**config.mk**
```make
export PLATFORM = sky130hd
export DESIGN_NAME = sync_count_slice
export DESIGN_NICKNAME = d
export VERILOG_FILES = /design/src/rtl/scnt_pkg.sv /design/src/rtl/scnt_mode_sel.sv /design/src/rtl/scnt_incr.sv /design/src/rtl/sync_count_slice.sv
export SDC_FILE = /design/constraint.sdc
export NUM_CORES = 1
export LEC_CHECK = 0
export ABC_CLOCK_PERIOD_IN_PS = 2000
export BUFFER_PORTS_ARGS = -buffer_cell sky130_fd_sc_hd__buf_2
export CORE_AREA = 2 2 39 41
export CTS_BUF_LIST = sky130_fd_sc_hd__clkbuf_4 sky130_fd_sc_hd__clkbuf_8
export DETAILED_ROUTE_END_ITERATION = 8
export DIE_AREA = 0 0 41 43
export GPL_ROUTABILITY_DRIVEN = 0
export HOLD_SLACK_MARGIN = 0.1
export PLACE_DENSITY = 0.4
export REMOVE_ABC_BUFFERS = 1
export SETUP_SLACK_MARGIN = 0.02
export SKIP_LAST_GASP = 1
export SYNTH_ARGS = -nofsm -noshare
export SYNTH_HDL_FRONTEND = slang
export SYNTH_SLANG_ARGS = --single-unit
```
**constraint.sdc**
```tcl
create_clock -name clk -period 2 [get_ports clk]
set_clock_uncertainty 0.1 [all_clocks]
set_input_delay 0.1 -clock clk [delete_from_list [all_inputs] [get_ports clk]]
set_output_delay 0.1 -clock clk [all_outputs]
set_load 0.01 [all_outputs]
```
**src/rtl/scnt_pkg.sv**
```systemverilog
package scnt_pkg;

   typedef enum logic [1:0] {
      MODE_HOLD  = 2'd0,
      MODE_COUNT = 2'd1,
      MODE_LOAD  = 2'd2,
      MODE_CLEAR = 2'd3
   } scnt_mode_e;

endpackage

```
**src/rtl/scnt_mode_sel.sv**
```systemverilog
// Priority decode: clear > load > count > hold
module scnt_mode_sel
   import scnt_pkg::*;
(
   input  logic       clr_n,
   input  logic       ld_n,
   input  logic       en_a,
   input  logic       en_b,
   output scnt_mode_e mode
);

   always_comb begin
      if (!clr_n)            mode = MODE_CLEAR;
      else if (!ld_n)        mode = MODE_LOAD;
      else if (en_a && en_b) mode = MODE_COUNT;
      else                   mode = MODE_HOLD;
   end

endmodule

```
**src/rtl/scnt_incr.sv**
```systemverilog
// Incrementer with per-bit toggle terms; LOOKAHEAD selects wide AND terms
// versus a rippled AND chain.
module scnt_incr #(
   parameter int WIDTH     = 4,
   parameter bit LOOKAHEAD = 1'b1
) (
   input  logic [WIDTH-1:0] val,
   output logic [WIDTH-1:0] val_plus,
   output logic             all_ones
);

   logic [WIDTH-1:0] tog;

   generate
      if (WIDTH < 1) begin : g_bad_width
         $error("scnt_incr: WIDTH must be at least 1");
      end

      for (genvar i = 0; i < WIDTH; i++) begin : g_bit
         if (i == 0) begin : g_lsb
            assign tog[i] = 1'b1;
         end else if (LOOKAHEAD) begin : g_la
            assign tog[i] = &val[i-1:0];
         end else begin : g_rip
            assign tog[i] = tog[i-1] & val[i-1];
         end
         assign val_plus[i] = val[i] ^ tog[i];
      end
   endgenerate

   assign all_ones = tog[WIDTH-1] & val[WIDTH-1];

endmodule

```
**src/rtl/sync_count_slice.sv**
```systemverilog
module sync_count_slice
   import scnt_pkg::*;
#(
   parameter int WIDTH     = 4,
   parameter bit LOOKAHEAD = 1'b1
) (
   input  logic             clk,
   input  logic             sclr_n,
   input  logic             pload_n,
   input  logic [WIDTH-1:0] din,
   input  logic             cnt_en,
   input  logic             carry_en,
   output logic [WIDTH-1:0] cnt_q,
   output logic             tc_out
);

   localparam logic [WIDTH-1:0] ZERO = '0;

   generate
      if (WIDTH < 1 || WIDTH > 64) begin : g_bad_width
         $error("sync_count_slice: WIDTH out of range 1..64");
      end
   endgenerate

   scnt_mode_e       mode;
   logic [WIDTH-1:0] cnt_plus;
   logic             full;
   logic [WIDTH-1:0] cnt_d;

   scnt_mode_sel u_mode (
      .clr_n (sclr_n),
      .ld_n  (pload_n),
      .en_a  (cnt_en),
      .en_b  (carry_en),
      .mode  (mode)
   );

   scnt_incr #(
      .WIDTH     (WIDTH),
      .LOOKAHEAD (LOOKAHEAD)
   ) u_incr (
      .val      (cnt_q),
      .val_plus (cnt_plus),
      .all_ones (full)
   );

   always_comb begin
      unique case (mode)
         MODE_CLEAR: cnt_d = ZERO;
         MODE_LOAD:  cnt_d = din;
         MODE_COUNT: cnt_d = cnt_plus;
         default:    cnt_d = cnt_q;
      endcase
   end

   always_ff @(posedge clk) begin
      cnt_q <= cnt_d;
   end

   // terminal count gated only by carry_en
   assign tc_out = carry_en & full;

   // ---------------- assertions ----------------
   logic [1:0] armed = 2'b00;
   always_ff @(posedge clk) begin
      armed <= {armed[0], 1'b1};
   end

   a_r2_clear_wins: assert property (@(posedge clk) disable iff (!armed[1])
      !sclr_n |=> (cnt_q == ZERO));

   a_r3_load_takes_din: assert property (@(posedge clk) disable iff (!armed[1])
      (sclr_n && !pload_n) |=> (cnt_q == $past(din)));

   a_r4_count_step: assert property (@(posedge clk) disable iff (!armed[1])
      (sclr_n && pload_n && cnt_en && carry_en) |=> (cnt_q == WIDTH'($past(cnt_q) + 1'b1)));

   a_r6_hold: assert property (@(posedge clk) disable iff (!armed[1])
      (sclr_n && pload_n && !(cnt_en && carry_en)) |=> $stable(cnt_q));

   a_r7_tc_needs_carry_en: assert property (@(posedge clk) disable iff (!armed[1])
      tc_out |-> (carry_en && (&cnt_q)));

   a_r5_wrap_zero: assert property (@(posedge clk) disable iff (!armed[1])
      (sclr_n && pload_n && cnt_en && tc_out) |=> (cnt_q == ZERO));

endmodule

```
; ---- Word-level counts from Yosys, hierarchy flattened
; Index checks and enable logic that the tools add are counted.
[classes]
n_eq_ne = 3
mux = 4
n_bitwise = 6
reduce_logical = 4
[ops]
columns = op, n
row1 = $pmux 4 s3, 1
row2 = $eq 2x2->1 const B, 2
row3 = $mux 2, 2
row4 = $reduce_and 3->1, 1
row5 = $reduce_bool 3->1, 1
row6 = $xor 1x1->1, 3
row7 = $and 1x1->1, 2
row8 = $eq 2x1->1 const B, 1
row9 = $reduce_and 2->1, 1
row10 = $logic_and 1x1->1, 1
row11 = $mux 1, 1
row12 = $not 1->1, 1
[totals]
reg_bits = 4
in_bits = 9
out_inout_bits = 5
wordCells = 18

; ---- Logic depth before layout (Yosys ltp)
[logic_depth]
word_depth = 6
depth_mapped = 5
mapped_depth_nobuf = 5

; ---- Modules after synthesis
; Synthesis repeated with hierarchy kept, for this count alone.
[hier_totals]
hier_cells = 26
area_unflattened_um2 = 284.0
[by_module_without_submodules]
columns = mod, n_inst, cells_per_inst, area_each_um2, seq_area_each_um2
row1 = sync_count_slice, 1, 19, 230.2, 120.1
row2 = scnt_incr, 1, 4, 41.3, 0.0
row3 = scnt_mode_sel, 1, 3, 12.5, 0.0

; ---- Worst setup path after synthesis
; No wires, ideal clock.
[synth_path]
path_type = reg2reg
from = register cnt_q[0]
to = register cnt_q[3] (data pin)
setup_time_ns = 0.257
arrival_ns = 1.206
required_time_ns = 1.643
slack_ns = 0.438
path_stages_with_launch = 6
n_path_buf = 0
period_less_slack_ns = 1.562
path_cell_list = edfxtp_1 > ha_1 > ha_1 > ha_1 > nand4_1 > a21boi_1
[synth_via]
elab_chain_cells = 3
[synth_rtl]
columns = item, line
row1 = from (decl), sync_count_slice.sv:13  ; output logic [WIDTH-1:0] cnt_q,
row2 = from (signal assigned), sync_count_slice.sv:57  ; cnt_q <= cnt_d;
row3 = $reduce_and 3->1, scnt_incr.sv:23  ; assign tog[i] = &val[i-1:0];
row4 = $xor 1x1->1, scnt_incr.sv:27  ; assign val_plus[i] = val[i] ^ tog[i];
row5 = $pmux 4 s3, sync_count_slice.sv:48  ; unique case (mode)
row6 = net cnt_d[3], sync_count_slice.sv:28  ; logic [WIDTH-1:0] cnt_d;
; The timed path passes the listed nets, and every way through them passes these cells.
; A chain may end at the register's enable or synchronous reset.

; ---- Worst setup path after layout
[layout_path]
from = register cnt_q[0]
to = output tc_out
[layout_via]
elab_chain_cells = 3
[layout_rtl]
columns = item, line
row1 = $reduce_and 3->1, scnt_incr.sv:23
row2 = $and 1x1->1, scnt_incr.sv:31  ; assign all_ones = tog[WIDTH-1] & val[WIDTH-1];
row3 = $and 1x1->1, sync_count_slice.sv:61  ; assign tc_out = carry_en & full;
row4 = to (decl), sync_count_slice.sv:14  ; output logic tc_out
; Every way passes these cells.

==> results by group <==
Run status
  • Status: finished, final reports clean

STA
  • Final setup fails: 0
  • RSZ-0062 raised after global routing: no
  • Slew @ Worst Pin: about 220 ps
  • Peak Freq: slightly above 600 MHz
  • Final period util: 0.828
  • Slew Viols, Final: 0
  • Hold slack: 126 ps
  • Slew HR: 0.854
  • Fin worst setup slack: roughly 340 ps
  • TNS Setup: 0 ps
  • Final min period: between 1500 and 2000 ps
  • Hold violation count in the final report: 0

Power and ir drop
  • Internal power: ~190 uW
  • Static leakage: around 0.00017 uW
  • Logic pwr share: 0.155
  • Sequential fraction of design power: 0.428
  • Clock share of power: 0.417
  • Worst VDD drop: ~340 uV
  • Switching Power: roughly 58 uW
  • Sw Ratio: 0.236
  • PwrDens: ~670 nW/um^2

Clock network
  • Clock transition at the registers of the reported paths: around 40 ps
  • Later-pin clock latency in the skew report: around 240 ps
  • Clock Root Buffer: clkbuf_4
  • Post-CTS sizing: 0
  • Clk sink count: 4
  • TritonCTS clock tree: yes
  • Post-CTS setup buffer count: 0
  • Max Root-Sink Buffers: 2
  • Htree depth: 1
  • Cts hold-fix bufs: 0
  • Num CTS Buffers: 3

Final layout
  • Commonest non-fill, non-tap cell in the layout: buf_2
  • Post-route non-filler standard cell count: 54
  • Largest Register: cnt_q
  • Most frequent cells in the layout: buf_2, nand2b_1, a21boi_1, edfxtp_1
  • Cell area after layout: between 300 and 400 um^2
  • Share of cells above drive strength 1: 0.421
  • Biggest regs: cnt_q (4)
  • Fin nets: 52
  • Fillers: ~160
  • Area grow syn2layout: 36.2%
  • Ant diodes: 0
  • Max reg flops: 4

Floorplanning
  • Die height: around 43 um
  • Full die area: 1760 um^2
  • IO Pins: 14
  • Row count: 14
  • Initial Utilization: 0.193
  • Chip width: a little over 40 um
  • Core area: roughly 1400 um^2

Critical path
  • Delay of the slowest critical-path stage: around 400 ps
  • Crit start category: flop
  • Critical path class: flop to output port
  • Critical Path RT: 1800 ps
  • R2R Setup Slk: 440 ps
  • Crit path max-delay family: adder cells
  • CP endpoint kind: output port
  • Worst Path Arrival: ~1500 ps
  • Critical path fanouts, max: 3
  • Crit-path cells: ha_1 > ha_1 > ha_1 > and2_1 > buf_2
  • Top cell by count, worst path: ha_1
  • Critical-path top delay cell: edfxtp_1
  • Worst Path Buf+Inv: 1

Placed design
  • I/O Buffers: 13
  • DP Worst Slack: about 440 ps
  • # placed instances: 51
  • Post-Place Cell Area: 340 um^2

Yosys
  • Synthesized area: between 200 and 300 um^2
  • Post-synthesis cell type count: 10
  • Top-area cell type share of the netlist area: 0.451
  • Synthesized area per cell: about 12 um^2
  • Count of state elements after synthesis: 4
  • Syn Inst Count: 23
  • Sequential share of the synthesized area: 0.451
  • Top cells by area, synth: edfxtp_1, ha_1, a21boi_1, nand2b_1, nand4_1
  • Synth warn: 0
  • Synth area leader: edfxtp_1

Route
  • DRC viols: 0
  • DRT Pass-1 Iters: 2
  • DR WL/cell: roughly 11 um
  • Detail Route Antenna Nets: 0
  • Detailed-route wire length: 577 um
  • DR vias: about 230
  • Vias per inst: between 4 and 5
  • DR iter-0 viols: 2

GRT
  • Vias in the first global route: about 220
  • Met2 Usage GRT: 0.119
  • Total Routing Usage GR: 0.0778
  • First-pass GRT wire length: about 860 um
  • GRT overflow: 0
  • Most Crowded Layer GR: met2
  • M3 GR Usage: 0.0681
  • Initial antenna violation count: 0
  • Largest net degree at the start of global routing: 10
  • M1 GR Usage: 0.0656

Job
  • MaxCap Viol Count: 0

Worst hold path
  • HP Class: input port to flop
## kinds of logic (layout without fill, tap and decap cells)
family          count (synthesis)  after routing  share of synthesized area
buf+inv                         1             16                     0.0423
fa+ha+maj                       3              3                      0.141
flops                           4              4                      0.451
simple gates                   11             11                      0.254
compound gates                  4              4                      0.113
## cell usage after synthesis
cell type,instances
nand3_1,1
and2_1,1
nand2_1,1
edfxtp_1,4
buf_6,1
nand4b_1,1
nand2b_1,4
a21boi_1,4
nand4_1,3
ha_1,3
## per-stage QoR
stage,util,total power [uW]
3_5_place_dp,0.246,144
6_report,0.262,244
2_1_floorplan,-,122
5_1_grt,0.262,260
3_3_place_gp,0.246,144
4_1_cts,0.262,247
## layout make-up
cell class / count / area, um^2 / area share
multi-input combinational: 18 / 135 / 0.372
sequential: 4 / 120 / 0.331
timing repair buffer: 13 / 65.1 / 0.179
clock buffer: 3 / 22.5 / 0.0621
tap: 16 / 20.0 / 0.0552
## per-layer routing
layer	wire, um	vias to the layer above
met4	0	0
met2	253	13
met1	232	100
met3	91	0
met5	0	-
li1	-	119
## power groups by stage
stage / logic (uW) / registers, uW / clock network [uW]
2_1_floorplan: 13.2 / 109 / 0
3_3_place_gp: 38.2 / 105 / 0
3_5_place_dp: 38.0 / 106 / 0
4_1_cts: 38.2 / 105 / 104
5_1_grt: 42.3 / 106 / 112
6_report: 37.7 / 104 / 102
## worst register-to-register path, stage by stage, from the launching register on
cell,delay [ps]
edfxtp_1,400
ha_1,220
ha_1,180
ha_1,270
nand4_1,80
a21boi_1,60
## path summary, 6_finish.rpt
path                                    startpoint  cells after the start                  to
worst max-delay path            cnt_q[0]$_DFFE_PP_                      5              tc_out
worst min-delay path                        din[0]                      3  cnt_q[0]$_DFFE_PP_
worst max register to register  cnt_q[0]$_DFFE_PP_                      5  cnt_q[3]$_DFFE_PP_
worst min register to register  cnt_q[0]$_DFFE_PP_                      2  cnt_q[0]$_DFFE_PP_
(Power assumes the default switching activity.)
